## src/rtl/lpm_sequencer.sv

```systemverilog
module lpm_sequencer #(
  parameter int ADDR_W    = 8,
  parameter int DATA_W    = 32,
  parameter int SEQ_WORDS = 16,
  parameter int CTL_W     = 7,
  parameter int IDX_W     = 7,
  parameter int CNT_W     = 8
) (
  input  logic              clk,
  input  logic              rst_n,
  input  logic              wr_en,
  input  logic [ADDR_W-1:0] addr,
  input  logic [DATA_W-1:0] wdata,
  output logic [DATA_W-1:0] rdata,
  input  logic              core_wfi,
  input  logic              wake_irq,
  output logic              core_sleep,
  output logic [CTL_W-1:0]  ctl_out
);
  localparam int SEQ_BYTES = SEQ_WORDS * 4;
  localparam int WAW       = $clog2(SEQ_WORDS);
  localparam logic [ADDR_W-1:0] A_CFG  = ADDR_W'(8'h08);
  localparam logic [ADDR_W-1:0] A_CTRL = ADDR_W'(8'h30);
  localparam logic [ADDR_W-1:0] A_DLY  = ADDR_W'(8'h34);
  localparam logic [ADDR_W-1:0] A_STAT = ADDR_W'(8'h38);
  localparam logic [ADDR_W-1:0] A_SEQ  = ADDR_W'(8'h80);
  localparam logic [7:0] OP_END  = 8'h80;
  localparam logic [7:0] OP_WAIT = 8'h40;

  typedef enum logic [1:0] {S_IDLE, S_RUN, S_DELAY, S_WAIT} st_t;

  st_t                st;
  logic [DATA_W-1:0]  cfg_q, ctrl_q, dly_q;
  logic [DATA_W-1:0]  mem [SEQ_WORDS];
  logic [IDX_W-1:0]   pc;
  logic [CNT_W-1:0]   cnt;
  logic               wake_pend;
  logic [7:0]         cur;
  logic [CNT_W-1:0]   dfield;
  logic [ADDR_W-1:0]  woff;
  logic               seq_hit;
  logic [WAW-1:0]     wsel;
  logic               busy;

  assign busy       = (st != S_IDLE);
  assign core_sleep = busy;
  assign woff       = addr - A_SEQ;
  assign seq_hit    = (addr >= A_SEQ) && (woff < ADDR_W'(SEQ_BYTES));
  assign wsel       = woff[WAW+1:2];
  assign cur        = (pc < IDX_W'(SEQ_BYTES)) ? mem[pc[WAW+1:2]][{pc[1:0], 3'b000} +: 8] : OP_END;
  assign dfield     = dly_q[{cur[1:0], 3'b000} +: CNT_W];

  always_comb begin
    rdata = '0;
    if (seq_hit) rdata = mem[wsel];
    else begin
      case (addr)
        A_CFG:  rdata = cfg_q;
        A_CTRL: rdata = ctrl_q;
        A_DLY:  rdata = dly_q;
        A_STAT: rdata = DATA_W'({busy, 1'b0, pc});
        default: rdata = '0;
      endcase
    end
  end

  always_ff @(posedge clk) begin
    if (!rst_n) begin
      st <= S_IDLE;
      cfg_q <= '0; ctrl_q <= '0; dly_q <= '0;
      for (int i = 0; i < SEQ_WORDS; i++) mem[i] <= '0;
      pc <= '0; cnt <= '0; wake_pend <= 1'b0; ctl_out <= '0;
    end else begin
      if (wr_en) begin
        if (seq_hit) begin
          if (!busy) mem[wsel] <= wdata;
        end else begin
          case (addr)
            A_CFG:  cfg_q <= wdata;
            A_DLY:  dly_q <= wdata;
            A_CTRL: if (!busy) ctrl_q <= wdata;
            default: ;
          endcase
        end
      end

      if (!busy) wake_pend <= 1'b0;
      else if (wake_irq) wake_pend <= 1'b1;

      case (st)
        S_IDLE: if (ctrl_q[0] && core_wfi) begin
          pc <= ctrl_q[4 +: IDX_W];
          st <= S_RUN;
        end
        S_RUN: begin
          if (cur == OP_END) st <= S_IDLE;
          else if (cur == OP_WAIT) begin
            if (wake_pend || wake_irq) begin
              pc <= pc + 1'b1;
              wake_pend <= 1'b0;
            end else st <= S_WAIT;
          end else if (cur[7:4] == 4'h2) begin
            cnt <= dfield;
            if (dfield == '0) pc <= pc + 1'b1;
            else st <= S_DELAY;
          end else begin
            ctl_out <= cur[CTL_W-1:0];
            pc <= pc + 1'b1;
          end
        end
        S_DELAY: begin
          cnt <= cnt - 1'b1;
          if (cnt == CNT_W'(1)) begin
            pc <= pc + 1'b1;
            st <= S_RUN;
          end
        end
        S_WAIT: if (wake_irq) begin
          pc <= pc + 1'b1;
          wake_pend <= 1'b0;
          st <= S_RUN;
        end
        default: st <= S_IDLE;
      endcase
    end
  end

  a_r5_disabled_stays_idle: assert property (@(posedge clk) disable iff (!rst_n)
    (!busy && !ctrl_q[0]) |=> !core_sleep);
  a_r11_ctrl_locked_busy: assert property (@(posedge clk) disable iff (!rst_n)
    (busy && wr_en && addr == A_CTRL) |=> $stable(ctrl_q));
  a_r7_wait_holds: assert property (@(posedge clk) disable iff (!rst_n)
    (st == S_WAIT && !wake_irq) |=> (st == S_WAIT && $stable(pc) && $stable(ctl_out)));
  a_r10_end_releases: assert property (@(posedge clk) disable iff (!rst_n)
    (st == S_RUN && cur == OP_END) |=> !core_sleep);
  a_r6_ctl_quiet_idle: assert property (@(posedge clk) disable iff (!rst_n)
    !busy |=> $stable(ctl_out));
endmodule

```

## config.mk

```make
export PLATFORM = sky130hd
export DESIGN_NAME = lpm_sequencer
export DESIGN_NICKNAME = d
export VERILOG_FILES = /design/src/rtl/lpm_sequencer.sv
export SDC_FILE = /design/constraint.sdc
export NUM_CORES = 1
export LEC_CHECK = 0
export BUFFER_PORTS_ARGS = -buffer_cell sky130_fd_sc_hd__buf_4
export CAP_MARGIN = 20
export CORE_ASPECT_RATIO = 0.6
export CORE_MARGIN = 2
export CORE_UTILIZATION = 50
export DETAILED_ROUTE_END_ITERATION = 8
export PLACE_DENSITY = 0.67
export SLEW_MARGIN = 20
export SYNTH_ARGS = -nofsm -noshare
export SYNTH_HDL_FRONTEND = slang
export SYNTH_SLANG_ARGS = --single-unit
export TNS_END_PERCENT = 50
```

## constraint.sdc

```tcl
create_clock -name clk -period 4.15 [get_ports clk]
set_input_delay 0 -clock clk [delete_from_list [all_inputs] [get_ports clk]]
set_output_delay 0 -clock clk [all_outputs]
set_load 0.02 [all_outputs]
```

==> qor.yml, run 1 <==
outcome: "complete, no violations"
async_flop_share_pct: 0
antenna_found_initial: 6
grt_max_degree: 88
grt.total_usage_pct: 35.49
drive_gt1_share_pct: 26.35
dpl_cell_area_um2: 35660
gp_congestion: 0.9849
gr-total-overflow: 0
start_util_pct: 50.40
clock_latency_ns: 0.66
fin_hold_ws_ns: 0.2590
hold_violations: 0
synth.avg_cell_area_um2: 13.26
clock.fmax_ghz: 0.2457
syn2layout_area_growth_pct: 15.07
period_share_pct: 98.07
drc: 0
synth_warnings: 0
power_leakage_nw: 13.61
detail_route.iter0.violations: 4718
ys_ff_latch: 637
cts.clk_slew.worst_paths_ns: 0.07
ant_nets: 0
h-tree-depth: 2
worstPathArrival_ns: 4.61
cts_root_buf: "clkbuf_16"
post-place-ws_ns: -0.06162
wl_per_cell_um: 34.10
syn-num-nets: 2554
synth_ff_type: "edfxtp_1"
dpl.hpwl_um: 75630
end_kind: "register"
ios: 85
synth_cell_types: 67
setup_viol: 0
nFillCells: 5172
cp_max_fo: 13
design.core.area_um2: 65950
placed_cells: 3388
cts_tree: "done"
power_density_nw_per_um2: 368.4
layout.cells.non_filler: 3542
tightest_slew_ns: 1.100
maxCapViolations: 0
rsz0062_at_grt: "yes"
critPathKind: "register to register"
maxSlewViolCount: 0
cts_buffers: 58
synth.cell_area_um2: 33230
setup_tns_ns: 0
clockBufferDepth: 3
cp-start-kind: "register"
final-seq-area_um2: 17890
vias: 23940
cts_sinks: 637
slew_headroom_pct: 26.50
first_pass_iters: 9
ir_drop_uv: 324.3
wl_um: 120800
layout_setup_ws_ns: 0.08011
final_nets: 2639
multiInputGateArea_um2: 14580
fin_skew_ns: 0.02957
stdcell_area_um2: 38240
portBuffers: 84
rows: 73
grt_pass1_vias: 23170
hold_path.class: "input pin to register"
crit_required_ns: 4.69
die_y_um: 203.7
via_per_inst: 6.757
synth_enable_flop_cells: 512
die_width_um: 336.8
yosysSeqAreaShare_pct: 53.79
netlist_instances: 2506
period_minus_slack_ns: 4.070
dieArea_um2: 68620
grt_pass1_wl_um: 171500
-- sequential cells by signal (all words and copies together), names as in the netlist, named ones only --
register,flops
pc,7
st,2
ctl_out,7
cfg_q,32
dly_q,32
cnt,8
mem,512
wake_pend,1
ctrl_q,32
-- stage by stage --
| step | power (W) | utilization, % |
|---|---|---|
| 2_1_floorplan | 0.007776 | - |
| 3_3_place_gp | 0.008237 | 54.07 |
| 3_5_place_dp | 0.008256 | 54.07 |
| 4_1_cts | 0.01404 | 57.79 |
| 5_1_grt | 0.01438 | 57.99 |
| 6_report | 0.01409 | 57.99 |
-- routing by layer --
| metal | share of wire, % | wire [µm] | GRT usage, % | vias up |
|---|---|---|---|---|
| met5 | 0 | 0 | 0 | - |
| met1 | 39 | 46610 | 52.25 | 12000 |
| li1 | - | - | - | 9591 |
| met3 | 17 | 20280 | 12.77 | 273 |
| met2 | 42 | 50270 | 49.54 | 2067 |
| met4 | 3.0 | 3625 | 10.06 | 0 |
-- cell type report --
cell class,instances,area share (%)
sequential,637,46.78
antenna,1,0.006543
multi-input combinational,1605,38.12
clock buffer,70,4.054
inverter,12,0.1211
timing repair buffer,277,6.727
tap,900,2.945
clock inverter,40,1.253
-- what timing repair did --
item / CTS / global route
hold endpoints to repair: 612 / 0
endpoints found under the setup margin: 14 / 15
buffers inserted: 3 / 2
gates resized for setup: 2 / 17
hold buffers: 38 / 0
-- worst paths after layout --
kind                      startpoint                       to  slack (ns)  cells past startpoint
max                         register                 register        0.08                     13
min                         wdata[1]    cfg_q[1]$_SDFFE_PN0P_        0.26                      4
max reg2reg                 register                 register        0.08                     13
min reg2reg  ctrl_q[30]$_SDFFE_PN0P_  ctrl_q[30]$_SDFFE_PN0P_        0.46                      2
-- Yosys cell counts, types with 4 or more instances --
cell type / count / area [µm²]
or2_2: 4 / 25.02
mux4_2: 288 / 6486
a22oi_1: 39 / 292.8
o22ai_1: 6 / 37.54
o211ai_1: 16 / 120.1
and3_1: 6 / 37.54
buf_2: 25 / 125.1
buf_1: 22 / 82.58
nand2b_1: 16 / 100.1
a21oi_1: 112 / 560.5
nand2_1: 282 / 1059
nor3b_1: 4 / 30.03
o32ai_1: 8 / 70.07
clkbuf_1: 188 / 705.7
inv_1: 10 / 37.54
and2_1: 517 / 3234
nor4_1: 4 / 25.02
or3_1: 11 / 68.82
o21a_1: 4 / 30.03
mux2_2: 5 / 56.30
edfxtp_1: 512 / 15370
o31ai_1: 5 / 37.54
buf_4: 9 / 67.56
nor2b_1: 11 / 68.82
nor3_1: 20 / 100.1
a222oi_1: 24 / 240.2
dfxtp_1: 125 / 2502
mux2i_1: 51 / 510.5
a211oi_1: 9 / 67.56
nor2_1: 57 / 214.0
buf_6: 8 / 90.09
nand3_1: 29 / 145.1
o21ai_0: 23 / 115.1
-- logic make-up (layout without fill, tap and decap cells) --
logic type,count (synthesis),after routing,share of synthesized area (%)
flip-flops,637,637,53.79
AND/OR/NAND/NOR,974,974,15.68
adder cells (fa/ha/maj),3,3,0.1130
buffers and inverters,264,399,3.358
other,0,1,0
multiplexers,344,344,21.22
AO/OA/AOI/OAI,284,284,5.835
-- placed cells by master (no fill, tap or decap), drive strengths merged, types with 39 or more instances in the layout --
| cell | synthesis | final |
|---|---|---|
| a22oi | 39 | 39 |
| and2 | 517 | 517 |
| dfxtp | 125 | 125 |
| nand2 | 282 | 282 |
| clkbuf | 188 | 71 |
| edfxtp | 512 | 512 |
| a21oi | 113 | 113 |
| buf | 64 | 238 |
| mux4 | 288 | 288 |
| nor2 | 57 | 57 |
| mux2i | 51 | 51 |
-- power breakdown --
part           total, W  switching (W)  internal (W)
Clock           0.00591        0.00261       0.00329
Combinational   0.00109       0.000689      0.000403
Sequential      0.00709      0.0000815       0.00701
-- critical path, stage by stage (launching register included) --
cell and delay, ns:
dfxtp_4 0.43, buf_12 0.19, mux4_2 0.52, mux4_2 0.48, a221o_1 0.39, a21oi_4 0.28
nand2_1 0.12, buf_4 0.17, o21ai_2 0.06, o31ai_1 0.11, a31o_1 0.27, or3_1 0.43
buf_12 0.17, o32ai_1 0.30
No activity file was read; power rests on OpenSTA's default activity.
==> inputs of run 2 (changes only) <==
==> constraint.sdc (replaced) <==
create_clock -name clk -period 3.6 [get_ports clk]
set_input_delay 0 -clock clk [delete_from_list [all_inputs] [get_ports clk]]
set_output_delay 0 -clock clk [all_outputs]
set_load 0.1 [all_outputs]
==> run 2 against run 1 <==
  * Largest cell class unchanged
  * Sequential share of layout area is 1.7 points lower
  * Final area rose by 3.7%
  * Clock-buffer cell count grew 7
  * Die area is the same
  * Setup slack worse by 0.29 ns
  * The flow now finishes with violations (DRC, setup timing)
  * Flip-flop and latch count unchanged
  * Sequential power increased by 15%
  * Register-to-register slack worse by 0.29 ns
  * Non-clock buffer count increased by 107
  * First-iteration DRC count shrank 2.8%
  * Largest power group unchanged
  * Worst hold slack worse by 0.23 ns
==> qor.yml, run 2 (synthesized netlist as in run 1, its figures left out) <==
violations: "DRC, setup timing"
ir_drop_uv: 406.5
final_util_pct: 60.15
grt.total_usage_pct: 35.67
largest_reg_flops: 512
clock.fmax_ghz: 0.2625
placed_cells: 3460
outcome: "finished with violations"
grt_max_degree: 119
slew_headroom_pct: 29.05
cts_tree: "done"
h-tree-depth: 2
cp-start-kind: "register"
dpl.hpwl_um: 78580
setup_tns_ns: -2.355
clockBufferDepth: 3
fin_skew_ns: 0.01718
final_nets: 2745
worstPathArrival_ns: 4.33
maxCapViolations: 0
portBuffers: 84
vias: 24360
hp-start: "rst_n"
dpl_cell_area_um2: 36350
critPathKind: "register to register"
die_width_um: 336.8
rsz0062_at_grt: "yes"
cts_sinks: 637
setup_viol: 20
grt_pass1_vias: 23880
power_leakage_nw: 14.26
ant_nets: 0
layout.cells.non_filler: 3643
final_cell_mix: "and2_1 (516), edfxtp_1 (512), mux4_2 (288)"
antenna_found_initial: 7
hold_path.class: "input pin to register"
layout_setup_ws_ns: -0.2094
period_share_pct: 105.8
cts_buffers: 57
drive_gt1_share_pct: 30.81
drc: 20
first_pass_iters: 9
post-place-ws_ns: -0.4961
clock_latency_ns: 0.66
diodes: 0
via_per_inst: 6.688
syn2layout_area_growth_pct: 19.35
top_register: "mem"
gr-total-overflow: 0
rows: 73
power_density_nw_per_um2: 403.8
die_y_um: 203.7
end_kind: "register"
crit_required_ns: 4.12
cts.clk_slew.worst_paths_ns: 0.07
period_minus_slack_ns: 3.809
ios: 85
gp_congestion: 0.9494
final_common_cell: "and2_1"
grt_pass1_wl_um: 172500
stdcell_area_um2: 39670
maxSlewViolCount: 0
tightest_slew_ns: 1.064
design.core.area_um2: 65950
detail_route.iter0.violations: 4587
wl_um: 121400
dieArea_um2: 68620
start_util_pct: 50.40
hold_violations: 0
cts_root_buf: "clkbuf_16"
cp_max_fo: 8
wl_per_cell_um: 33.33
[run 2: cell types whose count changed in the layout (fill, tap and decap cells not counted), sizes merged, moves of 2 or more]
cell         delta
bufinv          -4
buf           +107
clkbuf          +7
bufbuf          +3
dlygate4sd3     -3
clkinv          -2
clkinvlp        -6
[run 2: report_power, final]
| group | switching, W | leakage (nW) | internal (W) |
|---|---|---|---|
| logic | 0.000913 | 6.83 | 0.000498 |
| registers | 0.0000925 | 6.51 | 0.00808 |
| clock network | 0.00291 | 0.920 | 0.00352 |
[run 2: worst paths after layout]
path | endpoint | slack [ns] | cells past startpoint
worst max-delay path | register | -0.21 | 12
worst min-delay path | cnt[0]$_SDFFE_PN0P_ | 0.03 | 3
worst max register to register | register | -0.21 | 12
worst min register to register | cfg_q[25]$_SDFFE_PN0P_ | 0.46 | 2
[run 2: what timing repair did]
action / in CTS / in global routing
pin swaps: 31 / 18
setup endpoints to repair: 27 / 27
buffers inserted: 32 / 6
hold buffers: 35 / 0
resized for setup: 102 / 21
endpoints found under the hold margin: 611 / 0
gates cloned: 8 / 0
[run 2: layout make-up]
type	count	area [µm²]
fill	5056	26280
sequential	637	17890
multi-input combinational	1605	14990
timing repair buffer	384	3735
clock buffer	77	1594
tap	900	1126
clock inverter	28	289.0
inverter	12	46.29
[run 2: critical path, stage by stage (launching register included)]
cell,delay (ns)
dfxtp_4,0.38
buf_12,0.16
buf_12,0.15
mux4_2,0.49
mux4_2,0.53
a221o_1,0.36
a21oi_4,0.22
nand2_2,0.11
o21ai_2,0.10
o31ai_2,0.10
a31o_1,0.29
or3_4,0.39
o32ai_2,0.37
[run 2: routing by layer]
layer / part of all wire, % / up-vias / global-route usage, %
met3: 16 / 299 / 13.09
met1: 38 / 12260 / 51.23
met4: 3.5 / 6 / 11.07
met5: 0.11 / - / 0
li1: - / 9820 / -
met2: 42 / 1983 / 50.58
[run 2: metrics by stage]
| step | hold slack (ns) | total power, W |
|---|---|---|
| global placement | 0.3523 | 0.009604 |
| detailed placement | 0.3584 | 0.009629 |
| global route | 0.04281 | 0.01631 |
| floorplan | 0.1986 | 0.009058 |
| CTS | 0.005873 | 0.01595 |
| finish | 0.02984 | 0.01602 |
